**src/rtl/vlb_pkg.sv**
```systemverilog
package vlb_pkg;

    typedef enum logic [1:0] {
        STOP_FULL,
        STOP_DEFER,
        STOP_EDGE,
        STOP_STARVE
    } stop_e;

    // Full-byte compare so every bit of the byte participates.
    function automatic logic is_prefix(input logic [7:0] b);
        return (b >= 8'hF0) && (b <= 8'hF7);
    endfunction

    function automatic logic [3:0] base_len(input logic [7:0] b);
        logic [3:0] r;
        unique case (b[7:6])
            2'b00:   r = 4'd1;
            2'b01:   r = 4'd2;
            2'b10:   r = 4'd4;
            default: r = 4'd8;
        endcase
        return r;
    endfunction

endpackage

```
**src/rtl/vlb_lane_len.sv**
```systemverilog
module vlb_lane_len
    import vlb_pkg::*;
#(
    parameter int WIN_BYTES = 16,
    parameter int LANE      = 0,
    parameter int MAX_PFX   = 3,
    parameter int LEN_W     = 4,
    parameter int POS_W     = 5,
    parameter int SPAN      = 1
) (
    input  logic             clk,
    input  logic             rst_n,
    input  logic [SPAN*8-1:0] lane_bytes,
    input  logic [POS_W-1:0] nvalid,
    output logic [LEN_W-1:0] len,
    output logic             unhandled,
    output logic             incomplete
);
    localparam int EW = POS_W + 1;

    logic [EW-1:0] end_pos;

    generate
        if (LANE == 0) begin : g_full
            logic [LEN_W-1:0] npfx;
            logic             run;
            logic [7:0]       op;
            always_comb begin
                npfx = '0;
                run  = 1'b1;
                for (int i = 0; i < MAX_PFX; i++) begin
                    if (run && is_prefix(lane_bytes[i*8 +: 8])) npfx = npfx + 1'b1;
                    else                                         run  = 1'b0;
                end
                op        = lane_bytes[int'(npfx)*8 +: 8];
                len       = npfx + LEN_W'(base_len(op));
                unhandled = 1'b0;
            end
        end else begin : g_trim
            logic [7:0] op;
            logic [3:0] blen;
            always_comb begin
                op        = lane_bytes[7:0];
                blen      = base_len(op);
                len       = LEN_W'(blen);
                unhandled = is_prefix(op) || ((LANE + int'(blen)) > WIN_BYTES);
            end
            // An accepted trimmed length never reaches beyond the window.
            assert_trim_reach_R5: assert property (@(posedge clk) disable iff (!rst_n)
                !unhandled |-> (LANE + int'(len)) <= WIN_BYTES);
        end
    endgenerate

    always_comb begin
        end_pos    = EW'(LANE) + EW'(len);
        incomplete = end_pos > {1'b0, nvalid};
    end

endmodule

```
**src/rtl/vlb_chain_select.sv**
```systemverilog
module vlb_chain_select
    import vlb_pkg::*;
#(
    parameter int WIN_BYTES = 16,
    parameter int SLOTS     = 4,
    parameter int LEN_W     = 4,
    parameter int POS_W     = 5,
    parameter int OFS_W     = 4
) (
    input  logic                              clk,
    input  logic                              rst_n,
    input  logic [WIN_BYTES-1:0][LEN_W-1:0]   lane_len,
    input  logic [WIN_BYTES-1:0]              lane_unh,
    input  logic [WIN_BYTES-1:0]              lane_inc,
    output logic [SLOTS-1:0]                  sel_vld,
    output logic [SLOTS-1:0][OFS_W-1:0]       sel_ofs,
    output logic [SLOTS-1:0][LEN_W-1:0]       sel_len,
    output logic [POS_W-1:0]                  sel_end,
    output stop_e                             stop_now
);
    logic [POS_W-1:0] pos;
    logic [OFS_W-1:0] idx;
    logic             halted;

    // Walk: each step issues, or halts in DEFER / EDGE / STARVE.
    always_comb begin
        pos      = '0;
        idx      = '0;
        halted   = 1'b0;
        stop_now = STOP_FULL;
        sel_vld  = '0;
        sel_ofs  = '0;
        sel_len  = '0;
        for (int s = 0; s < SLOTS; s++) begin
            if (!halted) begin
                if (pos >= POS_W'(WIN_BYTES)) begin
                    stop_now = STOP_EDGE;
                    halted   = 1'b1;
                end else begin
                    idx = pos[OFS_W-1:0];
                    if (lane_unh[idx]) begin
                        stop_now = STOP_DEFER;
                        halted   = 1'b1;
                    end else if (lane_inc[idx]) begin
                        stop_now = (s == 0) ? STOP_STARVE : STOP_EDGE;
                        halted   = 1'b1;
                    end else begin
                        sel_vld[s] = 1'b1;
                        sel_ofs[s] = idx;
                        sel_len[s] = lane_len[idx];
                        pos        = pos + POS_W'(lane_len[idx]);
                    end
                end
            end
        end
        sel_end = pos;
    end

    generate
        for (genvar s = 1; s < SLOTS; s++) begin : g_chk
            assert_contig_R3: assert property (@(posedge clk) disable iff (!rst_n)
                sel_vld[s] |-> sel_vld[s-1]);
            assert_chain_R3: assert property (@(posedge clk) disable iff (!rst_n)
                sel_vld[s] |-> ({1'b0, sel_ofs[s]} ==
                               POS_W'(sel_ofs[s-1]) + POS_W'(sel_len[s-1])));
        end
    endgenerate

endmodule

```
**src/rtl/vlb_boundary_finder.sv**
```systemverilog
module vlb_boundary_finder
    import vlb_pkg::*;
#(
    parameter int WIN_BYTES = 16,
    parameter int SLOTS     = 4,
    parameter int MAX_PFX   = 3
) (
    input  logic                        clk,
    input  logic                        rst_n,
    input  logic [WIN_BYTES*8-1:0]      win_bytes,
    input  logic [WIN_BYTES-1:0]        win_valid,
    input  logic                        dn_ready,
    output logic [SLOTS-1:0]            slot_vld,
    output logic [SLOTS*4-1:0]          slot_ofs,
    output logic [SLOTS*4-1:0]          slot_len,
    output logic [4:0]                  adv_bytes,
    output logic                        need_bytes
);
    localparam int POS_W = $clog2(WIN_BYTES + 1);
    localparam int OFS_W = $clog2(WIN_BYTES);
    localparam int LEN_W = $clog2(MAX_PFX + 9);

    logic [POS_W-1:0]                nvalid;
    logic                            run;
    logic [WIN_BYTES-1:0][LEN_W-1:0] lane_len;
    logic [WIN_BYTES-1:0]            lane_unh;
    logic [WIN_BYTES-1:0]            lane_inc;
    logic [SLOTS-1:0][OFS_W-1:0]     sel_ofs;
    logic [SLOTS-1:0][LEN_W-1:0]     sel_len;
    logic [POS_W-1:0]                sel_end;
    stop_e                           stop_now;
    logic [5:0]                      issued_sum;

    // Valid count: leading run of ones only.
    always_comb begin
        nvalid = '0;
        run    = 1'b1;
        for (int i = 0; i < WIN_BYTES; i++) begin
            if (run && win_valid[i]) nvalid = nvalid + 1'b1;
            else                     run    = 1'b0;
        end
    end

    generate
        for (genvar k = 0; k < WIN_BYTES; k++) begin : g_lane
            localparam int SPAN = (k == 0) ? (MAX_PFX + 1) : 1;
            vlb_lane_len #(
                .WIN_BYTES (WIN_BYTES),
                .LANE      (k),
                .MAX_PFX   (MAX_PFX),
                .LEN_W     (LEN_W),
                .POS_W     (POS_W),
                .SPAN      (SPAN)
            ) lane_i (
                .clk        (clk),
                .rst_n      (rst_n),
                .lane_bytes (win_bytes[k*8 +: SPAN*8]),
                .nvalid     (nvalid),
                .len        (lane_len[k]),
                .unhandled  (lane_unh[k]),
                .incomplete (lane_inc[k])
            );
        end
    endgenerate

    vlb_chain_select #(
        .WIN_BYTES (WIN_BYTES),
        .SLOTS     (SLOTS),
        .LEN_W     (LEN_W),
        .POS_W     (POS_W),
        .OFS_W     (OFS_W)
    ) chain_i (
        .clk      (clk),
        .rst_n    (rst_n),
        .lane_len (lane_len),
        .lane_unh (lane_unh),
        .lane_inc (lane_inc),
        .sel_vld  (slot_vld),
        .sel_ofs  (sel_ofs),
        .sel_len  (sel_len),
        .sel_end  (sel_end),
        .stop_now (stop_now)
    );

    // Output process driven by the walk's stop state.
    always_comb begin
        for (int s = 0; s < SLOTS; s++) begin
            slot_ofs[s*4 +: 4] = 4'(sel_ofs[s]);
            slot_len[s*4 +: 4] = 4'(sel_len[s]);
        end
        unique case (stop_now)
            STOP_STARVE: begin
                need_bytes = 1'b1;
                adv_bytes  = '0;
            end
            STOP_DEFER: begin
                need_bytes = 1'b0;
                adv_bytes  = dn_ready ? 5'(sel_end) : 5'd0;
            end
            STOP_EDGE: begin
                need_bytes = 1'b0;
                adv_bytes  = dn_ready ? 5'(sel_end) : 5'd0;
            end
            STOP_FULL: begin
                need_bytes = 1'b0;
                adv_bytes  = dn_ready ? 5'(sel_end) : 5'd0;
            end
        endcase
    end

    always_comb begin
        issued_sum = '0;
        for (int s = 0; s < SLOTS; s++)
            if (slot_vld[s]) issued_sum = issued_sum + 6'(slot_len[s*4 +: 4]);
    end

    assert_starve_quiet_R7: assert property (@(posedge clk) disable iff (!rst_n)
        need_bytes |-> (slot_vld == '0) && (adv_bytes == 5'd0));
    assert_hold_R8: assert property (@(posedge clk) disable iff (!rst_n)
        !dn_ready |-> adv_bytes == 5'd0);
    assert_adv_sum_R8: assert property (@(posedge clk) disable iff (!rst_n)
        dn_ready |-> {1'b0, adv_bytes} == issued_sum);
    assert_slot0_origin_R3: assert property (@(posedge clk) disable iff (!rst_n)
        slot_vld[0] |-> slot_ofs[3:0] == 4'd0);
    assert_fit_valid_R6: assert property (@(posedge clk) disable iff (!rst_n)
        (issued_sum <= 6'(nvalid)));

endmodule

```
**config.mk**
```make
export PLATFORM = sky130hd
export DESIGN_NAME = vlb_boundary_finder
export DESIGN_NICKNAME = d
export VERILOG_FILES = /design/src/rtl/vlb_pkg.sv /design/src/rtl/vlb_lane_len.sv /design/src/rtl/vlb_chain_select.sv /design/src/rtl/vlb_boundary_finder.sv
export SDC_FILE = /design/constraint.sdc
export NUM_CORES = 1
export LEC_CHECK = 0
export ABC_AREA = 1
export BUFFER_PORTS_ARGS = -buffer_cell sky130_fd_sc_hd__buf_2
export CAP_MARGIN = 10
export CORE_MARGIN = 2
export CORE_UTILIZATION = 40
export DETAILED_ROUTE_END_ITERATION = 8
export PLACE_DENSITY = 0.72
export SYNTH_ARGS = -nofsm -noshare
export SYNTH_HDL_FRONTEND = slang
export SYNTH_SLANG_ARGS = --single-unit
```
**constraint.sdc**
```tcl
create_clock -name vclk -period 14.1
set_clock_uncertainty 0.15 [all_clocks]
set_input_delay 1.41 -clock vclk [all_inputs]
set_output_delay 1.41 -clock vclk [all_outputs]
set_load 0.05 [all_outputs]
```
### Yosys cells after proc, flatten, opt, wreduce, memory -nomap -nowiden

Cells that the tools add are included.

| operators by class | value |
|---|---|
| add/sub/neg operators | 51 |
| $mul | 0 |
| divide/modulo/power cells | 0 |
| magnitude comparators | 69 |
| equality and inequality tests | 35 |
| shift operators | 1 |
| mux-type cells | 146 |
| bitwise operators | 0 |
| reductions and logical operators | 66 |

Operators by type and width:

| kind | count |
|---|---|
| > comparator 32 x 6 -> 1 bit, second input constant | 15 |
| one-hot mux 4 bit (3 select lines) | 16 |
| two-way mux 5 bit | 27 |
| >= comparator 8 bit, second input constant | 16 |
| <= comparator 8 bit, second input constant | 16 |
| two-way mux 4 bit | 31 |
| > comparator 6 x 5 -> 1 bit | 15 |
| adder 4 x 4 -> 5 bit, first input constant | 16 |
| adder 5 x 1 -> 5 bit, second input constant | 14 |
| binary-select mux 4 bit (select 4 bit) | 3 |
| two-way mux 1 bit | 47 |
| adder 3 x 4 -> 5 bit, first input constant | 8 |
| == test 2 bit, second input constant | 18 |
| == test 2 x 1 -> 1 bit, second input constant | 17 |
| zero test 2 bit | 17 |
| logical AND 1 bit | 33 |
| variable part select 32 x 8 -> 8 bit | 1 |
| two-way mux 2 bit | 14 |
| binary-select mux 1 bit (select 4 bit) | 6 |
| adder 2 x 4 -> 5 bit, first input constant | 4 |
| logical OR 1 bit | 15 |
| less-than comparator 4 x 5 -> 1 bit, second input constant | 3 |
| adder 1 x 4 -> 5 bit, first input constant | 2 |
| adder 5 x 4 -> 5 bit | 2 |
| 10 further kinds | 12 |

| storage, ports and cells | value |
|---|---|
| register bits | 0 |
| latch bits | 0 |
| RAM bits | 0 |
| bits in read-only memories | 0 |
| input port bits | 147 |
| output and inout port bits | 42 |
| logic and storage cells | 368 |
| memories kept | 0 |

### Depth between registers and ports, before layout

Gate-level depths: netlist of run 1.

| logic depth | value |
|---|---|
| word-level depth | 56 |
| depth in mapped cells | 83 |
| depth with buffers taken out | 79 |

### Hierarchy

From an unflattened synthesis of run 1, not the netlist that was laid out.

| second synthesis, totals | value |
|---|---|
| cells, all modules | 1598 |
| area total of the unflattened synthesis | 8779.7 um^2 |

By module, submodules not included:

| module | instances | cells an instance | area each (um^2) | seq. area each (um^2) |
|---|---|---|---|---|
| vlb_chain_select | 1 | 771 | 3996.3 | 0.0 |
| vlb_boundary_finder | 1 | 241 | 1300.0 | 0.0 |
| vlb_lane_len at g_lane[0].lane_i | 1 | 70 | 431.7 | 0.0 |
| vlb_lane_len at g_lane[15].lane_i ... | 2 | 35 | 197.7 | 0.0 |
| vlb_lane_len at g_lane[11].lane_i ... | 2 | 32 | 181.4 | 0.0 |
| vlb_lane_len at g_lane[6].lane_i | 1 | 39 | 251.5 | 0.0 |
| vlb_lane_len at g_lane[14].lane_i | 1 | 35 | 245.2 | 0.0 |
| vlb_lane_len at g_lane[2].lane_i | 1 | 35 | 237.7 | 0.0 |
| vlb_lane_len at g_lane[10].lane_i | 1 | 33 | 229.0 | 0.0 |
| vlb_lane_len at g_lane[5].lane_i | 1 | 37 | 222.7 | 0.0 |
| vlb_lane_len at g_lane[12].lane_i | 1 | 35 | 201.4 | 0.0 |
| vlb_lane_len at g_lane[4].lane_i | 1 | 39 | 193.9 | 0.0 |
| vlb_lane_len at g_lane[13].lane_i | 1 | 34 | 187.7 | 0.0 |
| vlb_lane_len at g_lane[1].lane_i | 1 | 33 | 182.7 | 0.0 |
| 2 more rows | n/a | n/a | n/a | n/a |

### Least setup slack after synthesis of run 1

No wires, ideal clock.

| path | value |
|---|---|
| path kind | input-to-output |
| from | in win_valid[0] |
| to | out adv_bytes[3] |
| data arrival time | 13.792 ns |
| required time | 12.540 ns |
| slack | -1.252 ns |
| stages | 74 |
| buffers on the path | 7 |
| cells stage by stage | nand2_1 > inv_1 > ha_1 > o21ai_0 > inv_1 > ha_1 > o21ai_0 > o21ai_0 > inv_1 > ha_1 > nor2_1 > a211oi_1 > inv_1 > o21ai_0 > ha_1 > nand3_1 > o21ai_0 > ha_1 > [... 38 more ...] > fa_1 > inv_1 > o21ai_4 > buf_2 > buf_2 > o21ai_1 > o21ai_0 > o211ai_1 > nand2_1 > inv_1 > ha_1 > a21oi_1 > nand2_1 > xor2_1 > o21ai_0 > nand2_1 > nand2_1 > nor2_1 |

| between the ends | value |
|---|---|
| longest elaborated chain between the ends | 56 |
| elaborated cells on any way between the ends | 143 |
| those cells by class | add/sub (18); order compare (19); eq/ne (3); mux (86); reduce/logical (17) |

RTL lines:

| what | line | source |
|---|---|---|
| start: declaration | vlb_boundary_finder.sv:11 | `input logic [WIN_BYTES-1:0] win_valid,` |
| two-way mux 1 bit | vlb_boundary_finder.sv:39 | `if (run && win_valid[i]) nvalid = nvalid + 1'b1;` |
| adder 1 x 1 -> 2 bit / logical AND 1 bit (equally long branches) | vlb_boundary_finder.sv:39 |  |
| two-way mux 2 bit / two-way mux 1 bit (equally long branches) | vlb_boundary_finder.sv:39 |  |
| adder 5 x 1 -> 5 bit / logical AND 1 bit (equally long branches) | vlb_boundary_finder.sv:39 |  |
| two-way mux 5 bit / two-way mux 1 bit (equally long branches) | vlb_boundary_finder.sv:39 |  |
| adder 5 x 1 -> 5 bit / logical AND 1 bit (equally long branches) | vlb_boundary_finder.sv:39 |  |
| two-way mux 5 bit / two-way mux 1 bit (equally long branches) | vlb_boundary_finder.sv:39 |  |
| adder 5 x 1 -> 5 bit / logical AND 1 bit (equally long branches) | vlb_boundary_finder.sv:39 |  |
| [... 40 more ...] | n/a |  |
| two-way mux 4 bit (not written as such) / two-way mux 1 bit (equally long branches) | vlb_chain_select.sv:51, vlb_chain_select.sv:44 |  |
| adder 5 x 4 -> 5 bit / two-way mux 2 bit (equally long branches) | vlb_chain_select.sv:51, vlb_chain_select.sv:44 |  |
| two-way mux 5 bit / two-way mux 2 bit (equally long branches) | vlb_chain_select.sv:44, vlb_chain_select.sv:41 |  |
| two-way mux 5 bit / two-way mux 2 bit (equally long branches) | vlb_chain_select.sv:41, vlb_chain_select.sv:36 |  |
| two-way mux 5 bit / two-way mux 2 bit (equally long branches) | vlb_chain_select.sv:36, vlb_chain_select.sv:35 |  |
| two-way mux 5 bit (tied with other cells) | vlb_chain_select.sv:35 | `if (!halted) begin` |
| two-way mux 5 bit / OR reduction 3 bit (equally long branches) | n/a |  |
| one-hot mux 5 bit (2 select lines) * | vlb_boundary_finder.sv:91 | `unique case (stop_now)` |
| end: declaration | vlb_boundary_finder.sv:16 | `output logic [4:0] adv_bytes,` |

Mark *: on every way between the ends. The rest lies on a longest branch, timed or not. The select of a mux whose other input is x is not followed.

### Worst setup path after layout of run 1

| path | value |
|---|---|
| from | in win_valid[2] |
| to | out slot_len[8] |

| between the ends | value |
|---|---|
| longest elaborated chain between the ends | 43 |
| elaborated cells on any way between the ends | 99 |
| those cells by class | add/sub (14); order compare (18); mux (53); reduce/logical (14) |

RTL lines:

| what | line | source |
|---|---|---|
| logical AND 1 bit * | vlb_boundary_finder.sv:39 |  |
| two-way mux 5 bit / two-way mux 1 bit (equally long branches) | vlb_boundary_finder.sv:39 |  |
| adder 5 x 1 -> 5 bit / logical AND 1 bit (equally long branches) | vlb_boundary_finder.sv:39 |  |
| two-way mux 5 bit / two-way mux 1 bit (equally long branches) | vlb_boundary_finder.sv:39 |  |
| adder 5 x 1 -> 5 bit / logical AND 1 bit (equally long branches) | vlb_boundary_finder.sv:39 |  |
| two-way mux 5 bit / two-way mux 1 bit (equally long branches) | vlb_boundary_finder.sv:39 |  |
| adder 5 x 1 -> 5 bit / logical AND 1 bit (equally long branches) | vlb_boundary_finder.sv:39 |  |
| two-way mux 5 bit / two-way mux 1 bit (equally long branches) | vlb_boundary_finder.sv:39 |  |
| [... 27 more ...] | n/a |  |
| two-way mux 5 bit | vlb_chain_select.sv:36 | `if (pos >= POS_W'(WIN_BYTES)) begin` |
| two-way mux 5 bit | vlb_chain_select.sv:35 |  |
| binary-select mux 4 bit (select 4 bit) / binary-select mux 1 bit (select 4 bit) (equally long branches) | vlb_chain_select.sv:50, vlb_chain_select.sv:44 |  |
| two-way mux 4 bit (not written as such) / two-way mux 1 bit (equally long branches) | vlb_chain_select.sv:50, vlb_chain_select.sv:44 |  |
| two-way mux 4 bit | vlb_chain_select.sv:44 | `end else if (lane_inc[idx]) begin` |
| two-way mux 4 bit | vlb_chain_select.sv:41 | `if (lane_unh[idx]) begin` |
| two-way mux 4 bit | vlb_chain_select.sv:36 |  |
| two-way mux 4 bit * | vlb_chain_select.sv:35 |  |
| end: declaration | vlb_boundary_finder.sv:15 | `output logic [SLOTS*4-1:0] slot_len,` |

Marked as above.

==> flow_summary_export.csv, run 1 <==
group,metric,value,unit
layout,mostFrequentLayoutCell,"nand2_1",
detailed_routing,remaining_drc_errors,0,
die,start_util,0.4116,
sta,period_minus_slack,13.72,ns
sta,period_share,0.9731,
yosys,netlist_area,7750,µm²
clock_tree,postCtsHoldBufs,0,
global_route,grt.overflow.total,0,
detailed_routing,vias,10662,
detailed_routing,avgRoutedWirePerCell,16.99,µm
global_route,grt_pass1_wl,49340,µm
worst_setup_path,crit_family,"buffers and inverters",
yosys,avgSynthCellArea,5.762,µm²
layout,fin_util,0.5726,
detailed_routing,wl,32250,µm
global_route,antenna_found_initial,0,
layout,layout.cells.non_filler,1898,
hold_path,hold_path_class,"input pin to primary output",
sta,grt_setup_unrepaired,"true",
sta,maxSlewViolCount,0,
worst_setup_path,crit_type,"input pin to primary output",
yosys,synth_largest_area_cell,"ha_1",
global_route,grt.total_usage,0.2993,
yosys,synth_top_area_share,0.2099,
worst_setup_path,critPathCaptureType,"primary output",
global_route,grt_max_degree,32,
placement,place_congestion,1.022,
worst_setup_path,worstPathArrival,12.16,ns
sta,setup_tns,0,ns
layout,fin_nets,1921,
worst_setup_path,worstPathBufferInverterCount,36,
yosys,netlist_instances,1345,
yosys,synth_cell_types,55,
layout,most-common-layout-cells,"241 x nand2_1, 204 x inv_1, 199 x buf_4, 156 x nand3_1, 118 x ha_1",
yosys,netlist_top_cells_area,"ha_1 21%, nand2_1 12%, nand3_1 11%",
layout,nClkBuffers,0,
sta,worst_slew_margin_rel,0.5352,
die,die_x,143.2,µm
worst_setup_path,required,12.54,ns
layout,seq_area,0,µm²
die,fp.dieH,143.2,µm
layout,area_delta_synth_final,39.12,%
detailed_routing,firstDrtPassIters,7,
die,ios,189,
yosys,seq_area_frac_synth,0,
die,rows,50,
layout,antenna-diode-count,0,
worst_setup_path,crit_path_frequent_cell,"buf_4",
layout,drive_gt1_frac,0.3217,
detailed_routing,viasPerCell,5.617,
sta,worstMarginPinSlew,0.6884,ns
die,die-area,20500,µm²
detailed_routing,drtIter0Drc,1010,
power_and_ir_drop,leakagePower,5.770,nW
sta,setup_viol,0,
yosys,yosysWarnings,0,
sta,hold_violations,0,
worst_setup_path,cp-start-kind,"input pin",
worst_setup_path,cp.depth,78,
placement,dp_cells,1843,
power_and_ir_drop,irDropWorstVdd,0.2624,mV
die,core_area,18830,µm²
power_and_ir_drop,powerDensity,296.0,nW/µm²
placement,port_buffers,120,
placement,dp_hpwl,24780,µm
detailed_routing,final_antenna_net_count,0,
worst_setup_path,cp_slowest_cell,"ha_2",
worst_setup_path,max_stage_delay,0.34,ns
worst_setup_path,critPathMaxFanout,7,
layout,seq_cell_count,0,
sta,max_freq,72.88,MHz
global_route,grt_pass1_vias,9960,
run,drv_cap,0,
outcome,status,"completed",
worst_setup_path,startpoint,"win_valid[2]",
worst_setup_path,cp-endpoint,"slot_len[8]",
worst min path at each step:
stage                   from           end  slack [ns]  cells past startpoint
finish              dn_ready  adv_bytes[0]        3.09                      4
global route        dn_ready  adv_bytes[0]        3.13                      4
CTS                 dn_ready  adv_bytes[0]        3.09                      4
detailed placement  dn_ready  adv_bytes[0]        3.09                      4
global placement    dn_ready  adv_bytes[0]        3.09                      4
floorplan           dn_ready  adv_bytes[0]        2.89                      2
timing repair:
item                       in CTS  in global routing
hold endpoints to repair        0                  0
pin swaps                       9                 69
resized for setup              34                143
cloned                          0                  0
setup buffers                  35                 22
setup endpoints to repair      14                 15
cell type report:
| type | count | area [µm²] |
|---|---|---|
| inverters | 235 | 904.6 |
| well taps | 260 | 325.3 |
| repair buffers | 344 | 2514 |
| multi-input cells | 1059 | 7038 |
| fillers | 1828 | 8049 |
metal layers:
layer	track usage	wire (µm)	vias up	share of wire
met1	0.3671	12770	4826	0.40
met2	0.5180	14920	612	0.46
met5	0	0	-	0
li1	-	-	5082	-
met3	0.03387	2684	142	0.083
met4	0.1459	1877	0	0.058
worst min-delay path, delay by kind of cell:
kind,cells,cell delay [ns]
buffers and inverters,2,0.30
and+or+nand+nor,2,0.11
cell usage after synthesis, types with 10 or more instances:
master	number
inv_1	217
buf_6	12
o21ai_0	95
a21oi_1	91
buf_2	10
o211ai_1	22
nand4_1	13
ha_1	130
nand2_2	23
clkbuf_1	20
inv_2	15
nand2_1	251
nand3_1	164
nor2_1	117
nand3_2	13
buf_4	11
kinds of logic (layout without fill, tap and decap cells):
| family | count (synthesis) | in the layout | synth area share |
|---|---|---|---|
| and+or+nand+nor | 631 | 631 | 0.3933 |
| buffers and inverters | 291 | 579 | 0.1598 |
| AOI/OAI and AO/OA | 280 | 280 | 0.2171 |
| adders and majority gates | 134 | 134 | 0.2202 |
| xor gates and xnor gates | 8 | 8 | 0.009041 |
| other | 1 | 6 | 0.0004839 |
where the power goes:
| group | switching (mW) | internal (mW) | total (mW) |
|---|---|---|---|
| combinational | 1.90 | 1.29 | 3.19 |
| sequential | 0 | 0 | 0 |
| clock | 0 | 0 | 0 |
| total | 1.90 | 1.29 | 3.19 |
stage by stage:
step	hold slack (ns)	area, µm²	power [mW]	setup slack, ns
floorplan	2.895	7826	1.671	0.02747
global placement	3.086	9769	2.599	-0.5183
detailed placement	3.089	9769	2.625	-0.7640
CTS	3.091	10100	2.817	-0.01087
global route	3.132	10780	3.380	-0.2086
finish	3.089	10780	3.192	0.3795
(Power assumes the default switching activity.)
==> run 2: changes to the inputs <==
--- a/config.mk
+++ b/config.mk
@@ -8,7 +8,6 @@
 export ABC_AREA = 1
 export BUFFER_PORTS_ARGS = -buffer_cell sky130_fd_sc_hd__buf_2
 export CAP_MARGIN = 10
-export CORE_MARGIN = 2
 export CORE_UTILIZATION = 40
 export DETAILED_ROUTE_END_ITERATION = 8
 export PLACE_DENSITY = 0.72
==> run 2 against run 1 <==
  * Final cell count is 1.3% lower
  * Combinational power is 6% lower
  * Worst setup slack better by 0.038 ns
  * Sequential share of layout area stayed put
  * Wire length is 4.0% lower
  * First-iteration DRC count is 7.2% higher
  * Hold slack worse by 0.019 ns
  * Die area is 2.8% lower
  * Critical endpoint is now adv_bytes[1]
==> flow_summary_export.csv, run 2 (synthesis results as in run 1) <==
group,metric,value,unit
sta,max_freq,73.09,MHz
layout,fin_util,0.5528,
die,rows,50,
worst_setup_path,required,12.54,ns
layout,drive_gt1_frac,0.2962,
global_route,grt.total_usage,0.3005,
die,die_x,141.2,µm
layout,fin_nets,1897,
placement,port_buffers,120,
worst_setup_path,worstPathArrival,12.12,ns
layout,most-common-layout-cells,"242 x nand2_1, 210 x inv_1, 185 x buf_4, 156 x nand3_1, 119 x ha_1",
hold_path,min_to,"adv_bytes[0]",
detailed_routing,firstDrtPassIters,8,
global_route,antenna_found_initial,1,
die,die-area,19940,µm²
power_and_ir_drop,power,2.999,mW
sta,period_share,0.9704,
die,ios,189,
power_and_ir_drop,leakagePower,5.651,nW
clock_tree,postCtsHoldBufs,0,
detailed_routing,viasPerCell,5.514,
worst_setup_path,critPathMaxFanout,11,
global_route,grt_max_degree,32,
global_route,grt_pass1_wl,47710,µm
die,fp.dieH,141.2,µm
layout,seq_cell_count,0,
detailed_routing,drtIter0Drc,1083,
worst_setup_path,cp_slowest_cell,"fa_1",
hold_path,hold_path_class,"input pin to primary output",
sta,worstMarginPinSlew,0.5418,ns
layout,finalInstanceArea,10410,µm²
worst_setup_path,crit_type,"input pin to primary output",
worst_setup_path,critPathCaptureType,"primary output",
sta,period_minus_slack,13.68,ns
power_and_ir_drop,powerDensity,288.1,nW/µm²
sta,holdWs,3.069,ns
worst_setup_path,cp-start-kind,"input pin",
detailed_routing,wl,30970,µm
sta,maxSlewViolCount,0,
sta,setup_viol,0,
outcome,status,"completed",
layout,mostFrequentLayoutCell,"nand2_1",
sta,hold_violations,0,
hold_path,whs_path_depth,4,
layout,antenna-diode-count,0,
placement,dp_hpwl,24940,µm
power_and_ir_drop,irDropWorstVdd,0.2603,mV
worst_setup_path,max_stage_delay,0.56,ns
layout,area_delta_synth_final,34.31,%
detailed_routing,avgRoutedWirePerCell,16.53,µm
die,core_area,18830,µm²
detailed_routing,final_antenna_net_count,0,
layout,seq_area,0,µm²
layout,nClkBuffers,0,
detailed_routing,remaining_drc_errors,0,
detailed_routing,vias,10333,
run,drv_cap,0,
placement,place_congestion,1.009,
worst_setup_path,crit_path_frequent_cell,"inv_1",
placement,dpl_cell_area,9737,µm²
sta,fin_ws,0.4178,ns
global_route,grt_pass1_vias,9422,
layout,num-fill-cells,1921,
sta,worst_slew_margin_rel,0.6357,
hold_path,hp-start,"dn_ready",
placement,pre_cts_ws,-0.4904,ns
die,start_util,0.4116,
global_route,grt.overflow.total,0,
==> run 2: cell types whose count changed in the layout (fill, tap and decap cells not counted), sizes merged <==
cell,delta
clkinvlp,-1
clkbuf,+2
buf,-26
clkinv,+1
==> run 2: critical path, delay by kind of cell <==
family	cells	cell delay [ns]
fa+ha+maj	14	3.91
simple gates	19	1.89
compound gates	21	2.94
buf+inv	18	1.95
==> run 2: repair_timing <==
item / 4_1_cts / 5_1_grt
buffers inserted: 4 / 25
pin swaps: 6 / 54
endpoints found under the setup margin: 4 / 14
resized for setup: 19 / 101
gates cloned: 1 / 2
==> run 2: area by class of cell <==
type | count | area [µm²] | share of cell area
Tap cell | 260 | 325.3 | 0.03125
Multi-Input combinational cell | 1059 | 6899 | 0.6628
Inverter | 235 | 893.4 | 0.08583
Timing Repair Buffer | 320 | 2291 | 0.2201
==> run 2: per-layer routing <==
layer  global-route usage  part of all wire  vias to the layer above
li1                     -                 -                     5020
met1               0.3877              0.42                     4722
met2               0.5221              0.46                      490
met3              0.01902             0.077                      101
met4               0.1133             0.043                        0
met5                    0                 0                        -
==> run 2: where the power goes <==
| part | leakage (nW) | internal (mW) | switching, mW | total [mW] |
|---|---|---|---|---|
| combinational | 5.65 | 1.19 | 1.81 | 3.00 |
| sequential | 0 | 0 | 0 | 0 |
| clock | 0 | 0 | 0 | 0 |
==> run 2: per-stage QoR <==
stage / cells / setup TNS, ns
global placement: 1842 / -1.428
global route: 1874 / -0.5693
finish: 1874 / 0
CTS: 1847 / 0
detailed placement: 1842 / -1.765
floorplan: 1350 / 0
==> run 2: how the worst max path moves through the flow <==
stage,end,slack (ns),start
floorplan,adv_bytes[3],0.03,win_valid[0]
global placement,adv_bytes[3],-0.40,win_valid[1]
detailed placement,adv_bytes[3],-0.49,win_valid[1]
CTS,adv_bytes[3],0.001,win_valid[1]
global route,adv_bytes[1],-0.17,win_valid[2]
finish,adv_bytes[1],0.42,win_valid[2]
